--- src/rtl/kbc_pkg.sv ---
// Package: shared types for the keyboard controller host interface.
// Assumes: status byte is 8 bits with the bit order used by host software.
package kbc_pkg;

    typedef struct packed {
        logic par_err;   // bit 7
        logic tmo_err;   // bit 6
        logic aux;       // bit 5
        logic inh_snap;  // bit 4
        logic cmd_tag;   // bit 3
        logic sys_ok;    // bit 2
        logic in_full;   // bit 1
        logic out_full;  // bit 0
    } kbc_status_t;

endpackage

--- src/rtl/kbc_strobe_sync.sv ---
// Module: kbc_strobe_sync
// Brings the asynchronous host strobes into the block clock. It gives a
// one-cycle write event with the port tag and data that were captured
// alongside, and a one-cycle event at the end of a data-port read.
// Assumes: strobes are held for at least STAGES+1 clock cycles, STAGES >= 2.
module kbc_strobe_sync #(
    parameter int DW     = 8,
    parameter int STAGES = 2
) (
    input  logic          clk,
    input  logic          rst_n,
    input  logic          cs_n,
    input  logic          rd_n,
    input  logic          wr_n,
    input  logic          a0,
    input  logic [DW-1:0] din,
    output logic          wr_ev,
    output logic          wr_cmd,
    output logic [DW-1:0] wr_data,
    output logic          rd_done
);

    localparam int LAST = STAGES - 1;
    localparam int PW   = DW + 1;

    logic [STAGES-1:0]         wr_sh;
    logic [STAGES-1:0]         rdd_sh;
    logic [STAGES-1:0][PW-1:0] pay_sh;
    logic                      wr_last;
    logic                      rdd_last;

    // Synchronizer chains for both strobes and the write payload.
    always_ff @(posedge clk) begin
        if (!rst_n) begin
            wr_sh    <= '0;
            rdd_sh   <= '0;
            pay_sh   <= '0;
            wr_last  <= 1'b0;
            rdd_last <= 1'b0;
        end else begin
            wr_sh[0]  <= ~cs_n & ~wr_n;
            rdd_sh[0] <= ~cs_n & ~rd_n & ~a0;
            pay_sh[0] <= {a0, din};
            for (int i = 1; i < STAGES; i++) begin
                wr_sh[i]  <= wr_sh[i-1];
                rdd_sh[i] <= rdd_sh[i-1];
                pay_sh[i] <= pay_sh[i-1];
            end
            wr_last  <= wr_sh[LAST];
            rdd_last <= rdd_sh[LAST];
        end
    end

    // Edge detection on the synchronized strobes.
    always_comb begin
        wr_ev   = wr_sh[LAST] & ~wr_last;
        rd_done = ~rdd_sh[LAST] & rdd_last;
        wr_cmd  = pay_sh[LAST][DW];
        wr_data = pay_sh[LAST][DW-1:0];
    end

endmodule

--- src/rtl/kbc_in_buf.sv ---
// Module: kbc_in_buf
// One-byte input buffer that holds host writes. It keeps the full flag and
// the command/data tag. A new host write wins over a consume in the same
// cycle.
// Assumes: wr_ev is a single-cycle pulse.
module kbc_in_buf #(
    parameter int DW = 8
) (
    input  logic          clk,
    input  logic          rst_n,
    input  logic          wr_ev,
    input  logic          wr_cmd,
    input  logic [DW-1:0] wr_data,
    input  logic          take,
    output logic          full,
    output logic          cmd_tag,
    output logic [DW-1:0] data
);

    // Capture host bytes and clear the full flag on consume.
    always_ff @(posedge clk) begin
        if (!rst_n) begin
            full    <= 1'b0;
            cmd_tag <= 1'b0;
            data    <= '0;
        end else if (wr_ev) begin
            full    <= 1'b1;
            cmd_tag <= wr_cmd;
            data    <= wr_data;
        end else if (take && full) begin
            full    <= 1'b0;
        end
    end

endmodule

--- src/rtl/kbc_out_buf.sv ---
// Module: kbc_out_buf
// One-byte output buffer with source and error flags and the inhibit
// snapshot. It accepts a byte only while empty and empties when the host
// finishes reading it.
// Assumes: rd_done is a single-cycle pulse.
module kbc_out_buf #(
    parameter int DW = 8
) (
    input  logic          clk,
    input  logic          rst_n,
    input  logic          load_valid,
    output logic          load_ready,
    input  logic [DW-1:0] load_data,
    input  logic          load_aux,
    input  logic          load_tmo,
    input  logic          load_par,
    input  logic          inh_lvl,
    input  logic          rd_done,
    output logic          full,
    output logic [DW-1:0] data,
    output logic          aux,
    output logic          tmo,
    output logic          par,
    output logic          inh_snap
);

    logic do_load;

    // Accept a byte only while the buffer is empty.
    always_comb begin
        load_ready = ~full;
        do_load    = load_valid & ~full;
    end

    // Load the byte and its flags, and empty the buffer after a host read.
    always_ff @(posedge clk) begin
        if (!rst_n) begin
            full     <= 1'b0;
            data     <= '0;
            aux      <= 1'b0;
            tmo      <= 1'b0;
            par      <= 1'b0;
            inh_snap <= 1'b0;
        end else if (do_load) begin
            full     <= 1'b1;
            data     <= load_data;
            aux      <= load_aux;
            tmo      <= load_tmo;
            par      <= load_par;
            inh_snap <= inh_lvl;
        end else if (rd_done && full) begin
            full     <= 1'b0;
        end
    end

endmodule

--- src/rtl/kbc_host_if.sv ---
// Module: kbc_host_if
// Host-facing register interface of a keyboard controller. It holds the input
// and output buffers and the status byte, and drives the keyboard and mouse
// output-full interrupts.
// Assumes: host strobes stay active for several clock cycles; the bus pad is
// built outside from host_dout/host_doe.
module kbc_host_if #(
    parameter int DW          = 8,
    parameter int SYNC_STAGES = 2
) (
    input  logic          clk,
    input  logic          rst_n,
    input  logic          cs_n,
    input  logic          rd_n,
    input  logic          wr_n,
    input  logic          a0,
    input  logic [DW-1:0] host_din,
    output logic [DW-1:0] host_dout,
    output logic          host_doe,
    output logic          ib_valid,
    output logic [DW-1:0] ib_data,
    output logic          ib_cmd,
    input  logic          ib_ready,
    input  logic          ob_valid,
    output logic          ob_ready,
    input  logic [DW-1:0] ob_data,
    input  logic          ob_aux,
    input  logic          ob_tmo,
    input  logic          ob_par,
    input  logic          kbd_inh,
    input  logic          sys_ok_set,
    output logic          irq_kbd,
    output logic          irq_mouse
);
    import kbc_pkg::*;

    logic          wr_ev;
    logic          wr_cmd;
    logic [DW-1:0] wr_data;
    logic          rd_done;
    logic          obf;
    logic [DW-1:0] ob_byte;
    logic          ob_aux_q;
    logic          ob_tmo_q;
    logic          ob_par_q;
    logic          inh_q;
    logic          sys_ok_q;
    kbc_status_t   status;

    kbc_strobe_sync #(.DW(DW), .STAGES(SYNC_STAGES)) u_sync (
        .clk     (clk),
        .rst_n   (rst_n),
        .cs_n    (cs_n),
        .rd_n    (rd_n),
        .wr_n    (wr_n),
        .a0      (a0),
        .din     (host_din),
        .wr_ev   (wr_ev),
        .wr_cmd  (wr_cmd),
        .wr_data (wr_data),
        .rd_done (rd_done)
    );

    kbc_in_buf #(.DW(DW)) u_ibuf (
        .clk     (clk),
        .rst_n   (rst_n),
        .wr_ev   (wr_ev),
        .wr_cmd  (wr_cmd),
        .wr_data (wr_data),
        .take    (ib_ready),
        .full    (ib_valid),
        .cmd_tag (ib_cmd),
        .data    (ib_data)
    );

    kbc_out_buf #(.DW(DW)) u_obuf (
        .clk        (clk),
        .rst_n      (rst_n),
        .load_valid (ob_valid),
        .load_ready (ob_ready),
        .load_data  (ob_data),
        .load_aux   (ob_aux),
        .load_tmo   (ob_tmo),
        .load_par   (ob_par),
        .inh_lvl    (kbd_inh),
        .rd_done    (rd_done),
        .full       (obf),
        .data       (ob_byte),
        .aux        (ob_aux_q),
        .tmo        (ob_tmo_q),
        .par        (ob_par_q),
        .inh_snap   (inh_q)
    );

    // System flag: set by the self-test pulse, cleared only by reset.
    always_ff @(posedge clk) begin
        if (!rst_n)          sys_ok_q <= 1'b0;
        else if (sys_ok_set) sys_ok_q <= 1'b1;
    end

    // Assemble the status byte from the buffer states.
    always_comb begin
        status.par_err  = ob_par_q;
        status.tmo_err  = ob_tmo_q;
        status.aux      = ob_aux_q;
        status.inh_snap = inh_q;
        status.cmd_tag  = ib_cmd;
        status.sys_ok   = sys_ok_q;
        status.in_full  = ib_valid;
        status.out_full = obf;
    end

    // Host read mux and bus drive enable.
    always_comb begin
        host_doe  = ~cs_n & ~rd_n;
        host_dout = a0 ? DW'(status) : ob_byte;
    end

    // Output-full interrupts split by data source.
    always_comb begin
        irq_kbd   = obf & ~ob_aux_q;
        irq_mouse = obf & ob_aux_q;
    end

endmodule

--- config.mk ---
export PLATFORM = sky130hd
export DESIGN_NAME = kbc_host_if
export DESIGN_NICKNAME = d
export VERILOG_FILES = /design/src/rtl/kbc_pkg.sv /design/src/rtl/kbc_strobe_sync.sv /design/src/rtl/kbc_in_buf.sv /design/src/rtl/kbc_out_buf.sv /design/src/rtl/kbc_host_if.sv
export SDC_FILE = /design/constraint.sdc
export NUM_CORES = 1
export LEC_CHECK = 0
export ABC_AREA = 1
export ABC_CLOCK_PERIOD_IN_PS = 1400
export BUFFER_PORTS_ARGS = -buffer_cell sky130_fd_sc_hd__buf_2
export CAP_MARGIN = 20
export CORE_MARGIN = 4
export CORE_UTILIZATION = 53
export CTS_BUF_LIST = sky130_fd_sc_hd__clkbuf_8
export DETAILED_ROUTE_END_ITERATION = 16
export PLACE_DENSITY = 0.81
export SYNTH_ARGS = -nofsm -noshare
export SYNTH_HDL_FRONTEND = slang
export SYNTH_SLANG_ARGS = --single-unit
--- constraint.sdc ---
create_clock -name clk -period 1.4 [get_ports clk]
set_clock_uncertainty 0.2 [all_clocks]
set_input_delay 0.14 -clock clk [delete_from_list [all_inputs] [get_ports clk]]
set_output_delay 0.14 -clock clk [all_outputs]
set_load 0.02 [all_outputs]
Word-level counts from Yosys, hierarchy flattened:

Cells that the tools add are included.

* muxes and demuxes: 5
* bitwise logic cells: 16
* reductions and logical operators: 4

Operators by type and width (number)
* $and A1 B1 Y1: 8
* $mux W8: 1
* $not A1 Y1: 8
* $mux W1: 4
* $reduce_bool A2 Y1: 2
* $logic_and A1 B1 Y1: 2

* bits in registers: 48
* input bits: 29
* output and inout bits: 22
* logic and storage cells: 41

Depth between registers and ports, before layout:

* word-level depth: 5
* depth in mapped cells: 6
* mapped depth without buffers: 5

Modules after synthesis:

From an unflattened synthesis, not the netlist that was laid out.

* cell total of the unflattened synthesis: 251
* area total of the unflattened synthesis: 1841.8 um2

By module, submodules not included
* kbc_strobe_sync: instances 1, cells each 89, area each 769.5 um2, seq. area each 480.5 um2
* kbc_out_buf: instances 1, cells each 84, area each 564.3 um2, seq. area each 260.2 um2
* kbc_in_buf: instances 1, cells each 43, area each 352.8 um2, seq. area each 200.2 um2
* kbc_host_if: instances 1, cells each 35, area each 155.1 um2, seq. area each 20.0 um2

Worst setup path after synthesis:

No wires, ideal clock.

* path kind: reg2out
* from: register u_obuf.full
* to: output port host_dout[0]
* arrival: 943 ps
* setup slack: 117 ps
* stages on the path, launching flop included: 4
* buffers on the path: 1
* cell sequence: dfxtp_1 inv_2 buf_4 a21oi_1

* longest elaborated chain between the ends: 1

RTL lines
* start, declared: line kbc_out_buf.sv:19 `output logic full,`
* start signal, assigned: line kbc_out_buf.sv:38 `full <= 1'b0;`
* start signal, assigned: line kbc_out_buf.sv:45 `full <= 1'b1;`
* start signal, assigned: line kbc_out_buf.sv:52 `full <= 1'b0;`
* $mux W8: line kbc_host_if.sv:116 `host_dout = a0 ? DW'(status) : ob_byte;`
* end, declared: line kbc_host_if.sv:18 `output logic [DW-1:0] host_dout,`

No other way between the ends.

Worst setup path in the final report:

Ends and elaborated chain as after synthesis.

==> qor.log <==
INFO  setup_path     critPathLaunchType=flip-flop
INFO  layout         finalNonFillerCells=350
INFO  clocking       number_of_buffers_inserted_during_clock_tree_synthesis=5
INFO  synth          netlist_area=0.00178mm²
INFO  route          postRouteAntennaNets=0
INFO  sta            layout_min_cycle_time=1360ps
INFO  layout         area_delta_synth_final=36.1%
INFO  setup_path     end_kind=output port
INFO  clocking       root_buf_cell=sky130_fd_sc_hd__clkbuf_8
INFO  clocking       tritoncts=built
INFO  floorplanning  die_w=65.9µm
INFO  sta            setup_repair_after_global_routing_missed_its_margin=no
INFO  sta            timing.final.crit_share=97.3%
INFO  clocking       cts-htree-levels=2
INFO  route          drt-wirelength-per-cell=10.0µm
INFO  setup_path     critical_path.slowest_cell=sky130_fd_sc_hd__dfxtp_2
INFO  route          drt-vias-per-instance=4.31
INFO  synth          ys_seq_elements=48
INFO  sta            setup_viol_count_final=0
INFO  floorplanning  io-pin-count=51
INFO  floorplanning  initial_core_util=56.8%
INFO  placed_design  dp.final_hpwl=2210µm
INFO  sta            count_of_endpoints_failing_hold_in_the_final_timing_report=0
INFO  synth          synthesis.instances=233
INFO  placed_design  place.port_buffers=50
INFO  route          post-route-drc-count=0
INFO  placed_design  replace_congestion=0.762
INFO  sta            finalSetupTns=0ps
INFO  layout         final_core_util=77.3%
INFO  synth          netlist-cell-type-count=14
INFO  setup_path     cp_cell_sequence=inv_4, a21oi_2, buf_4
INFO  layout         post_route_cells_drive_above_1_share=23.2%
INFO  setup_path     timing.critical_path.arrival=1020ps
INFO  layout         final_cell_area=0.00242mm²
INFO  setup_path     timing.critical_path.fanout_max=16
INFO  sta            finalMaxSlewViolations=0
INFO  power          leakage=0.00129µW
INFO  route          detailedRoute.firstIterationViolations=54
INFO  setup_path     worstPathRequired=1060ps
INFO  global_route   grt_overflow=0
INFO  synth          postSynthNetCount=262
INFO  clocking       worst_skew_pair.late_latency=290ps
INFO  route          drt-total-wl=3500µm
INFO  route          dr.pass1.iters=4
INFO  clocking       cts_num_sinks=48
INFO  placed_design  place_area=0.00205mm²
INFO  power          power_density=1110mW/mm²
INFO  outcome        run_status=complete, no violations
INFO  synth          seq_area_frac_synth=54.1%
INFO  floorplanning  design.core.area=0.00313mm²
INFO  clocking       cts.clk_slew.worst_paths=80ps
INFO  route          vias=1508
INFO  global_route   grt_max_degree=34
INFO  global_route   global_route_usage_over_all_layers=18.0%
INFO  layout         final_common_cell=sky130_fd_sc_hd__nand2_1
INFO  floorplanning  die_y=65.9µm
INFO  layout         antennaDiodeCount=0
INFO  sta            slew-limit-headroom=78.4%
INFO  job            drv_cap=0
INFO  layout         mostFrequentLayoutCells=sky130_fd_sc_hd__nand2_1 (55), sky130_fd_sc_hd__buf_2 (46), sky130_fd_sc_hd__nor2_1 (45), sky130_fd_sc_hd__dfxtp_1 (45), sky130_fd_sc_hd__inv_1 (34)
INFO  global_route   first_global_vias=1412
INFO  global_route   antenna_found_initial=0
INFO  global_route   wire_length_of_the_first_global_routing_pass=5960µm
INFO  hold_path      min-delay-path-class=primary input to flip-flop
INFO  sta            clock.fmax=0.734GHz
INFO  layout         final_nets=335
INFO  synth          avgSynthCellArea=7.63µm²
INFO  setup_path     critPathMaxStageDelay=360ps
INFO  placed_design  place_inst=318
INFO  clocking       cts_max_path_buffers=2
INFO  power          power.ir.vdd_worst=0.810mV
INFO  setup_path     critical_setup_path_class=flip-flop to output port
INFO  floorplanning  fp.dieArea=0.00434mm²
INFO  sta            worst-slew-pin-transition=323ps
INFO  synth          yosysWarnings=0
INFO  floorplanning  row_count=20
[metrics by stage]
| stage | hold WS (ps) | worst slack [ps] | power (µW) |
|---|---|---|---|
| detailed placement | 105 | 181 | 1810 |
| global placement | 109 | 241 | 1800 |
| floorplan | 16.8 | 117 | 1710 |
| finish | 16.1 | 38.0 | 2700 |
| global route | 20.3 | 0.719 | 2830 |
| CTS | 3.27 | 4.41 | 2700 |
[Yosys cell counts, drive strengths merged]
master / number / area share (%)
a21oi: 3 / 0.84
buf: 11 / 3.6
dfxtp: 48 / 54
inv: 38 / 8.0
nand2: 56 / 12
nand3b: 21 / 8.9
nor2: 46 / 9.7
nor3: 2 / 0.56
o21ai: 7 / 2.0
or2: 1 / 0.35
[report_power, final]
part           total (µW)  internal [µW]  switching [µW]  leakage [µW]
Sequential           1470           1440            31.5      0.000396
Combinational         382            179             203      0.000847
Clock                 845            440             406     0.0000503
Total                2700           2060             641       0.00129
[worst paths after layout]
kind / start / to / slack, ps / cells past startpoint
worst min register to register: u_sync.pay_sh[3] / u_sync.wr_data[3] / 210 / 2
worst min-delay path: ob_data[7] / u_obuf.data[7] / 20 / 4
worst max-delay path: u_obuf.full / host_dout[0] / 40 / 3
worst max register to register: u_obuf.full / u_obuf.data[7] / 220 / 5
[registers in the layout (all words and copies together), names as in the netlist, 2 cells and up]
register        count
u_ibuf.data         8
u_obuf.data         8
u_sync.pay_sh       9
u_sync.rdd_sh       2
u_sync.wr_data      8
u_sync.wr_sh        2
[metal layers]
layer,vias to the layer above,routed length (µm),track usage (%)
li1,830,-,-
met1,635,1520,19.9
met2,38,1770,32.8
met3,5,167,4.42
met4,0,44,7.25
met5,-,0,0
[repair_timing]
action                                  CTS  global route
hold endpoints to repair                 25             0
endpoints found under the setup margin    1             6
hold buffers                             25             0
buffers inserted                          0             0
resized for setup                         3            11
[kinds of logic (layout without fill, tap and decap cells)]
kind of cell	Yosys count	after routing	share of synthesized area (%)
buf+inv	49	122	11.6
simple gates	126	126	31.5
flops	48	48	54.1
compound gates	10	10	2.82
[layout make-up]
| class | instances | area (µm²) |
|---|---|---|
| sequential | 48 | 965 |
| fill | 237 | 709 |
| multi-input combinational | 136 | 619 |
| timing repair buffer | 77 | 538 |
| inverter | 38 | 145 |
| clock buffer | 7 | 96.3 |
| tap | 44 | 55.1 |
[worst max-delay path, delay by kind of cell (launching register included)]
| kind | cells | cell delay [ps] |
|---|---|---|
| flip-flops | 1 | 360 |
| buffers and inverters | 2 | 240 |
| AO/OA/AOI/OAI | 1 | 130 |
Power figures use the tool's default switching activity.
